## config.mk

```make
export PLATFORM = sky130hd
export DESIGN_NAME = serial_cfg_slave
export DESIGN_NICKNAME = d
export VERILOG_FILES = /design/src/rtl/serial_cfg_pkg.sv /design/src/rtl/serial_cfg_sync.sv /design/src/rtl/serial_cfg_frame_rx.sv /design/src/rtl/serial_cfg_reg_bank.sv /design/src/rtl/serial_cfg_slave.sv
export SDC_FILE = /design/constraint.sdc
export NUM_CORES = 1
export LEC_CHECK = 0
export ABC_AREA = 1
export ABC_CLOCK_PERIOD_IN_PS = 3200
export BUFFER_PORTS_ARGS = -buffer_cell sky130_fd_sc_hd__buf_2
export CAP_MARGIN = 20
export CORE_MARGIN = 3
export CORE_UTILIZATION = 50
export DETAILED_ROUTE_END_ITERATION = 8
export HOLD_SLACK_MARGIN = 0.1
export PLACE_DENSITY = 0.76
export SKIP_CTS_REPAIR_TIMING = 1
export SLEW_MARGIN = 20
export SYNTH_ARGS = -nofsm -noshare
export SYNTH_HDL_FRONTEND = slang
export SYNTH_HIERARCHICAL = 1
export SYNTH_SLANG_ARGS = --single-unit
```

## constraint.sdc

```tcl
create_clock -name clk -period 3.2 [get_ports clk]
set_clock_uncertainty 0.1 [all_clocks]
set_input_delay 0.16 -clock clk [delete_from_list [all_inputs] [get_ports clk]]
set_output_delay 0.16 -clock clk [all_outputs]
set_load 0.1 [all_outputs]
```

## src/rtl/serial_cfg_pkg.sv

```systemverilog
package serial_cfg_pkg;

    localparam int ADDR_BITS = 2;
    localparam int DATA_BITS = 6;
    localparam int WORD_BITS = ADDR_BITS + DATA_BITS;
    localparam int PC_BITS   = 8;

    typedef enum logic [1:0] {
        S_IDLE  = 2'd0,
        S_RECV  = 2'd1,
        S_CHECK = 2'd2
    } rx_state_e;

    typedef enum logic [ADDR_BITS-1:0] {
        ADR_CTL_A = 2'b00,
        ADR_CTL_B = 2'b01,
        ADR_PC_LO = 2'b10,
        ADR_SC    = 2'b11
    } reg_addr_e;

endpackage

```

## src/rtl/serial_cfg_sync.sv

```systemverilog
module serial_cfg_sync #(
    parameter int WIDTH  = 3,
    parameter int STAGES = 2
) (
    input  logic             clk,
    input  logic             rst_n,
    input  logic [WIDTH-1:0] din,
    output logic [WIDTH-1:0] dout
);
    logic [WIDTH-1:0] stg [STAGES];

    always_ff @(posedge clk or negedge rst_n) begin
        if (!rst_n) stg[0] <= '0;
        else        stg[0] <= din;
    end

    for (genvar s = 1; s < STAGES; s++) begin : g_stage
        always_ff @(posedge clk or negedge rst_n) begin
            if (!rst_n) stg[s] <= '0;
            else        stg[s] <= stg[s-1];
        end
    end

    assign dout = stg[STAGES-1];
endmodule

```

## src/rtl/serial_cfg_frame_rx.sv

```systemverilog
module serial_cfg_frame_rx
    import serial_cfg_pkg::*;
#(
    parameter int NBITS = WORD_BITS
) (
    input  logic             clk,
    input  logic             rst_n,
    input  logic             sclk_s,
    input  logic             frame_s,
    input  logic             data_s,
    output logic [NBITS-1:0] word_o,
    output logic             word_vld_o
);
    localparam int CNT_MAX = NBITS + 1;
    localparam int CNT_W   = $clog2(CNT_MAX + 1);

    rx_state_e        state, state_nx;
    logic             sclk_q, frame_q;
    logic [NBITS-1:0] shreg;
    logic [CNT_W-1:0] cnt;
    logic             sclk_fall, frame_rise, frame_fall;

    assign sclk_fall  = sclk_q & ~sclk_s;
    assign frame_rise = ~frame_q & frame_s;
    assign frame_fall = frame_q & ~frame_s;

    // state register
    always_ff @(posedge clk or negedge rst_n) begin
        if (!rst_n) state <= S_IDLE;
        else        state <= state_nx;
    end

    // transitions: T_START, T_END, T_DONE
    always_comb begin
        state_nx = state;
        unique case (state)
            S_IDLE:  if (frame_rise) state_nx = S_RECV;
            S_RECV:  if (frame_fall) state_nx = S_CHECK;
            S_CHECK: state_nx = S_IDLE;
            default: state_nx = S_IDLE;
        endcase
    end

    // outputs
    always_comb begin
        word_vld_o = 1'b0;
        unique case (state)
            S_CHECK: word_vld_o = (cnt == CNT_W'(NBITS));
            default: word_vld_o = 1'b0;
        endcase
    end

    assign word_o = shreg;

    // edge history, shifter and bit counter
    always_ff @(posedge clk or negedge rst_n) begin
        if (!rst_n) begin
            sclk_q  <= 1'b0;
            frame_q <= 1'b0;
            shreg   <= '0;
            cnt     <= '0;
        end else begin
            sclk_q  <= sclk_s;
            frame_q <= frame_s;
            if (state == S_IDLE && frame_rise) begin
                cnt <= '0;
            end else if (state == S_RECV && frame_s && sclk_fall) begin
                shreg <= {shreg[NBITS-2:0], data_s};
                if (cnt != CNT_W'(CNT_MAX)) cnt <= cnt + 1'b1;
            end
        end
    end

    // the end of a frame always leads to the check state
    p_frame_end_r2: assert property (@(posedge clk) disable iff (!rst_n)
        (state == S_RECV && frame_fall) |=> (state == S_CHECK));

    // the check lasts a single cycle
    p_check_once_r7: assert property (@(posedge clk) disable iff (!rst_n)
        (state == S_CHECK) |=> (state == S_IDLE));

    // no bit is shifted outside a frame
    p_idle_no_shift_r9: assert property (@(posedge clk) disable iff (!rst_n)
        (state == S_IDLE) |=> $stable(shreg));
endmodule

```

## src/rtl/serial_cfg_reg_bank.sv

```systemverilog
module serial_cfg_reg_bank
    import serial_cfg_pkg::*;
(
    input  logic                 clk,
    input  logic                 rst_n,
    input  logic [WORD_BITS-1:0] word_i,
    input  logic                 word_vld_i,
    output logic [DATA_BITS-1:0] ctl_a_o,
    output logic [DATA_BITS-1:0] ctl_b_o,
    output logic [PC_BITS-1:0]   pc_o,
    output logic [DATA_BITS-1:0] sc_o,
    output logic                 commit_o
);
    localparam int PC_HI_BITS = PC_BITS - DATA_BITS;

    reg_addr_e            addr;
    logic [DATA_BITS-1:0] payload;
    logic [DATA_BITS-1:0] pc_lo_stg;

    assign addr    = reg_addr_e'(word_i[WORD_BITS-1 -: ADDR_BITS]);
    assign payload = word_i[DATA_BITS-1:0];

    always_ff @(posedge clk or negedge rst_n) begin
        if (!rst_n) begin
            ctl_a_o   <= '0;
            ctl_b_o   <= '0;
            pc_lo_stg <= '0;
            pc_o      <= '0;
            sc_o      <= '0;
            commit_o  <= 1'b0;
        end else begin
            commit_o <= 1'b0;
            if (word_vld_i) begin
                unique case (addr)
                    ADR_CTL_A: ctl_a_o   <= payload;
                    ADR_CTL_B: ctl_b_o   <= payload;
                    ADR_PC_LO: pc_lo_stg <= payload;
                    ADR_SC: begin
                        sc_o     <= payload;
                        pc_o     <= {ctl_b_o[DATA_BITS-1 -: PC_HI_BITS], pc_lo_stg};
                        commit_o <= 1'b1;
                    end
                    default: ;
                endcase
            end
        end
    end

    // the divisor output changes only together with the commit strobe
    p_pc_on_commit_r6: assert property (@(posedge clk) disable iff (!rst_n)
        !$stable(pc_o) |-> commit_o);

    // the commit strobe is a single-cycle pulse
    p_commit_pulse_r6: assert property (@(posedge clk) disable iff (!rst_n)
        commit_o |=> !commit_o);

    // control fields hold unless a word is accepted
    p_ctl_hold_r8: assert property (@(posedge clk) disable iff (!rst_n)
        !word_vld_i |=> ($stable(ctl_a_o) && $stable(ctl_b_o)));
endmodule

```

## src/rtl/serial_cfg_slave.sv

```systemverilog
module serial_cfg_slave
    import serial_cfg_pkg::*;
#(
    parameter int SYNC_STAGES = 2
) (
    input  logic               clk,
    input  logic               rst_n,
    input  logic               ser_data_i,
    input  logic               ser_clk_i,
    input  logic               ser_frame_i,
    output logic [2:0]         test_o,
    output logic               sw_out_o,
    output logic               cp_cur_lo_o,
    output logic               ref_sel_o,
    output logic               lf_sel_o,
    output logic               cp_cur_hi_o,
    output logic               div_mode_o,
    output logic               band_o,
    output logic               standby_o,
    output logic [PC_BITS-1:0] pc_o,
    output logic [5:0]         sc_o,
    output logic               commit_o
);
    logic [2:0]           pins_s;
    logic [WORD_BITS-1:0] word;
    logic                 word_vld;
    logic [DATA_BITS-1:0] ctl_a, ctl_b;

    serial_cfg_sync #(.WIDTH(3), .STAGES(SYNC_STAGES)) u_sync (
        .clk  (clk),
        .rst_n(rst_n),
        .din  ({ser_frame_i, ser_clk_i, ser_data_i}),
        .dout (pins_s)
    );

    serial_cfg_frame_rx #(.NBITS(WORD_BITS)) u_rx (
        .clk       (clk),
        .rst_n     (rst_n),
        .sclk_s    (pins_s[1]),
        .frame_s   (pins_s[2]),
        .data_s    (pins_s[0]),
        .word_o    (word),
        .word_vld_o(word_vld)
    );

    serial_cfg_reg_bank u_bank (
        .clk       (clk),
        .rst_n     (rst_n),
        .word_i    (word),
        .word_vld_i(word_vld),
        .ctl_a_o   (ctl_a),
        .ctl_b_o   (ctl_b),
        .pc_o      (pc_o),
        .sc_o      (sc_o),
        .commit_o  (commit_o)
    );

    assign test_o      = {ctl_a[3], ctl_a[4], ctl_a[5]};
    assign sw_out_o    = ctl_a[2];
    assign cp_cur_lo_o = ctl_a[1];
    assign ref_sel_o   = ctl_a[0];
    assign lf_sel_o    = ctl_b[3];
    assign cp_cur_hi_o = ctl_b[2];
    assign div_mode_o  = ctl_b[1];
    assign band_o      = ctl_b[0];
    assign standby_o   = ~(ctl_b[1] | ctl_b[0]);
endmodule

```

==> run_results.csv <==
group,metric,value,unit
outcome,outcome,"completed",
global_routing,overflow,0,
global_routing,use_met1,0.225,
global_routing,grt_antenna_before_repair,0,
timing,fin_tns_setup,0,ps
timing,slew_headroom,0.489,
placed_design,hpwl,2780,um
setup_path,required,3310,ps
timing,worstMarginPinSlew,767,ps
setup_path,crit_type,"reg -> reg",
clock_network,ctsRootBufferMaster,"clkbuf_8",
cells_and_area,seq_area,0.00138,sq mm
cells_and_area,multi_input_area,753,sq um
detailed_routing,via_per_inst,5.21,
detailed_routing,initialDrtViolationCount,122,
global_routing,use_met2,0.264,
global_routing,grt_max_degree,32,
die,ios,31,
cells_and_area,fillCellCount,339,
setup_path,critPathArrivalTime,2210,ps
global_routing,track_usage,0.173,
synth,postSynthAreaPerCell,9.36,sq um
global_routing,grt_pass1_vias,1547,
detailed_routing,vias,1679,
global_routing,busiest_layer,"met2",
timing,rsz0062_at_grt,"false",
die,core_area,0.00417,sq mm
detailed_routing,wirelength,4060,um
synth,async_flop_share,1.00,
synth,netlist_area,0.00225,sq mm
placed_design,dp_cells,310,
detailed_routing,dr.pass1.iters,4,
setup_path,worstPathCellList,"inv_1, ha_1, nand3_1, nor2_2, nand3_1, nand2_1, nand2_1",
die,die_area,0.00535,sq mm
synth,ys_top_cells_by_count,"93 x nand2_1, 55 x dfrtp_1, 27 x nand4_1",
placed_design,port_buffers,30,
hold_path,hold_path_class,"in -> async",
cells_and_area,stdcell_count,322,
flow_run,max-cap-violations,0,
synth,yosysTopAreaCell,"dfrtp_1",
clock_network,numCtsBuffers,5,
cells_and_area,nNetsFinal,279,
clock_network,cts_tree,"done",
clock_network,clk_path_buf_depth,2,
cells_and_area,drive_gt1_frac,0.176,
power,finalPower,0.00127,W
clock_network,cts_sinks,55,
timing,fin_crit_sh,0.656,
setup_path,cp-start-kind,"flip-flop",
synth,synth-seq-cells,55,
synth,yosysMostFrequentCell,"nand2_1",
global_routing,grt_pass1_wl,6980,um
timing,setup_viol_count_final,0,
die,rows,23,
detailed_routing,ant_nets,0,
detailed_routing,wl_per_cell,12.6,um
placed_design,gp_congestion,0.829,
setup_path,cpPeakStageDelay,500,ps
power,p_leak,1.43,nW
timing,hold_viol,0,
power,irDropWorstVdd,0.000406,V
cells_and_area,area_growth,13.2,%
timing,max_clock_freq,477,MHz
cells_and_area,diodes,0,
power,powerDensity,498,mW/mm^2
setup_path,cp_max_fo,15,
synth,yosys-top-cells-area,"dfrtp_1 61%, nand2_1 15%, nand4_1 7.5%",
synth,synth_top_area_frac,0.610,
clock_network,h-tree-depth,2,
synth,yosysSeqAreaShare,0.610,
detailed_routing,drc,0,
setup_path,cp_slowest_cell,"nand3_1",
synth,syn_nets,249,
clock_network,clk_pin_slew,90,ps
timing,drv_slew,0,
clock_network,worstSkewPairLatency,310,ps
setup_path,worstSetupEndpointType,"flip-flop",
synth,ys_types,21,
die,die_w,73.2,um
synth,yosysWarnings,6,
cells_and_area,postLayoutCoreUtil,0.612,
die,initial_utilization,0.540,
synth,syn_inst,241,
die,die-height,73.2,um
synth,ys.flop_type,"dfrtp_1",
timing,min_period,2100,ps
synth,synth_edf_count,0,
global_routing,grt_use_met3,0.0592,
[metrics by stage]
stage	hold WS, ps	instance area, sq um	worst slack, ps
after CTS	-268	2510	1070
final	252	2550	1100
after detailed placement	77.6	2410	1080
after global placement	70.5	2410	1140
after floorplan	-236	2250	785
after global routing	272	2550	799
[critical path: cells and delay by family, from the launching register on]
family | cells | cell delay [ps]
adders and majority gates | 1 | 150
buffers and inverters | 1 | 90
DFF | 1 | 430
and+or+nand+nor | 5 | 1240
[report_power, final]
| part | switching (W) | internal, W |
|---|---|---|
| clock network | 0.000220 | 0.000177 |
| registers | 0.0000545 | 0.000730 |
| logic | 0.0000565 | 0.0000331 |
| total | 0.000331 | 0.000940 |
[flip-flops by register name, summed over array words and instances (netlist names), 3 cells and up]
signal	count
u_bank/ctl_a_o	6
u_rx/cnt	4
u_bank/pc_o	8
u_sync/stg	3
u_bank/pc_lo_stg	6
u_bank/ctl_b_o	6
u_rx/word_o	8
u_sync/dout	3
u_bank/sc_o	6
[worst paths after layout]
check | startpoint | end | slack, ps | cells past startpoint
setup / recovery | u_rx/cnt[0] | u_bank/sc_o[0] | 1100 | 7
hold / removal | rst_n | u_bank/ctl_a_o[2] | 250 | 2
setup reg to reg | u_rx/cnt[0] | u_bank/sc_o[0] | 1100 | 7
hold reg to reg | u_sync/stg[3] | u_sync/dout[0] | 260 | 0
max in group asynchronous | rst_n | u_bank/ctl_b_o[3] | 1960 | 3
min in group clk | u_sync/stg[3] | u_sync/dout[0] | 260 | 0
[layer usage]
metal | routed length [um] | vias up | part of all wire
li1 | - | 846 | -
met1 | 1930 | 777 | 0.48
met2 | 1810 | 47 | 0.45
met3 | 240 | 9 | 0.059
met4 | 76 | 0 | 0.019
met5 | 0 | - | 0
[final cells by class]
| cell class | count | share of cell area |
|---|---|---|
| multi-input combinational | 158 | 0.295 |
| timing repair buffer | 36 | 0.0804 |
| clock inverter | 2 | 0.00637 |
| clock buffer | 6 | 0.0324 |
| inverter | 15 | 0.0221 |
| tap | 50 | 0.0245 |
| sequential | 55 | 0.539 |
[cell usage in the layout (no fill, tap or decap), types with 2 or more instances in the layout]
cell,netlist,routed
buf_4,3,2
nor2_1,7,6
nor2_2,1,2
nand4_1,27,27
dlygate4sd3_1,0,4
o21ai_0,4,4
ha_1,3,3
inv_2,2,2
nand3_1,14,14
nand2_1,93,93
buf_2,3,30
inv_1,13,13
o21ai_1,3,3
dfrtp_1,55,55
clkbuf_8,0,6
[cell families (layout without fill, tap and decap cells)]
| logic type | after synthesis | in the layout | share of synthesized area |
|---|---|---|---|
| AND/OR/NAND/NOR | 146 | 146 | 0.293 |
| flip-flops | 55 | 55 | 0.610 |
| buffers and inverters | 28 | 59 | 0.0566 |
| AO/OA/AOI/OAI | 8 | 8 | 0.0194 |
| adder cells (fa/ha/maj) | 3 | 3 | 0.0166 |
| XOR/XNOR | 1 | 1 | 0.00389 |
Note: power is estimated with default switching activity, not from simulation.
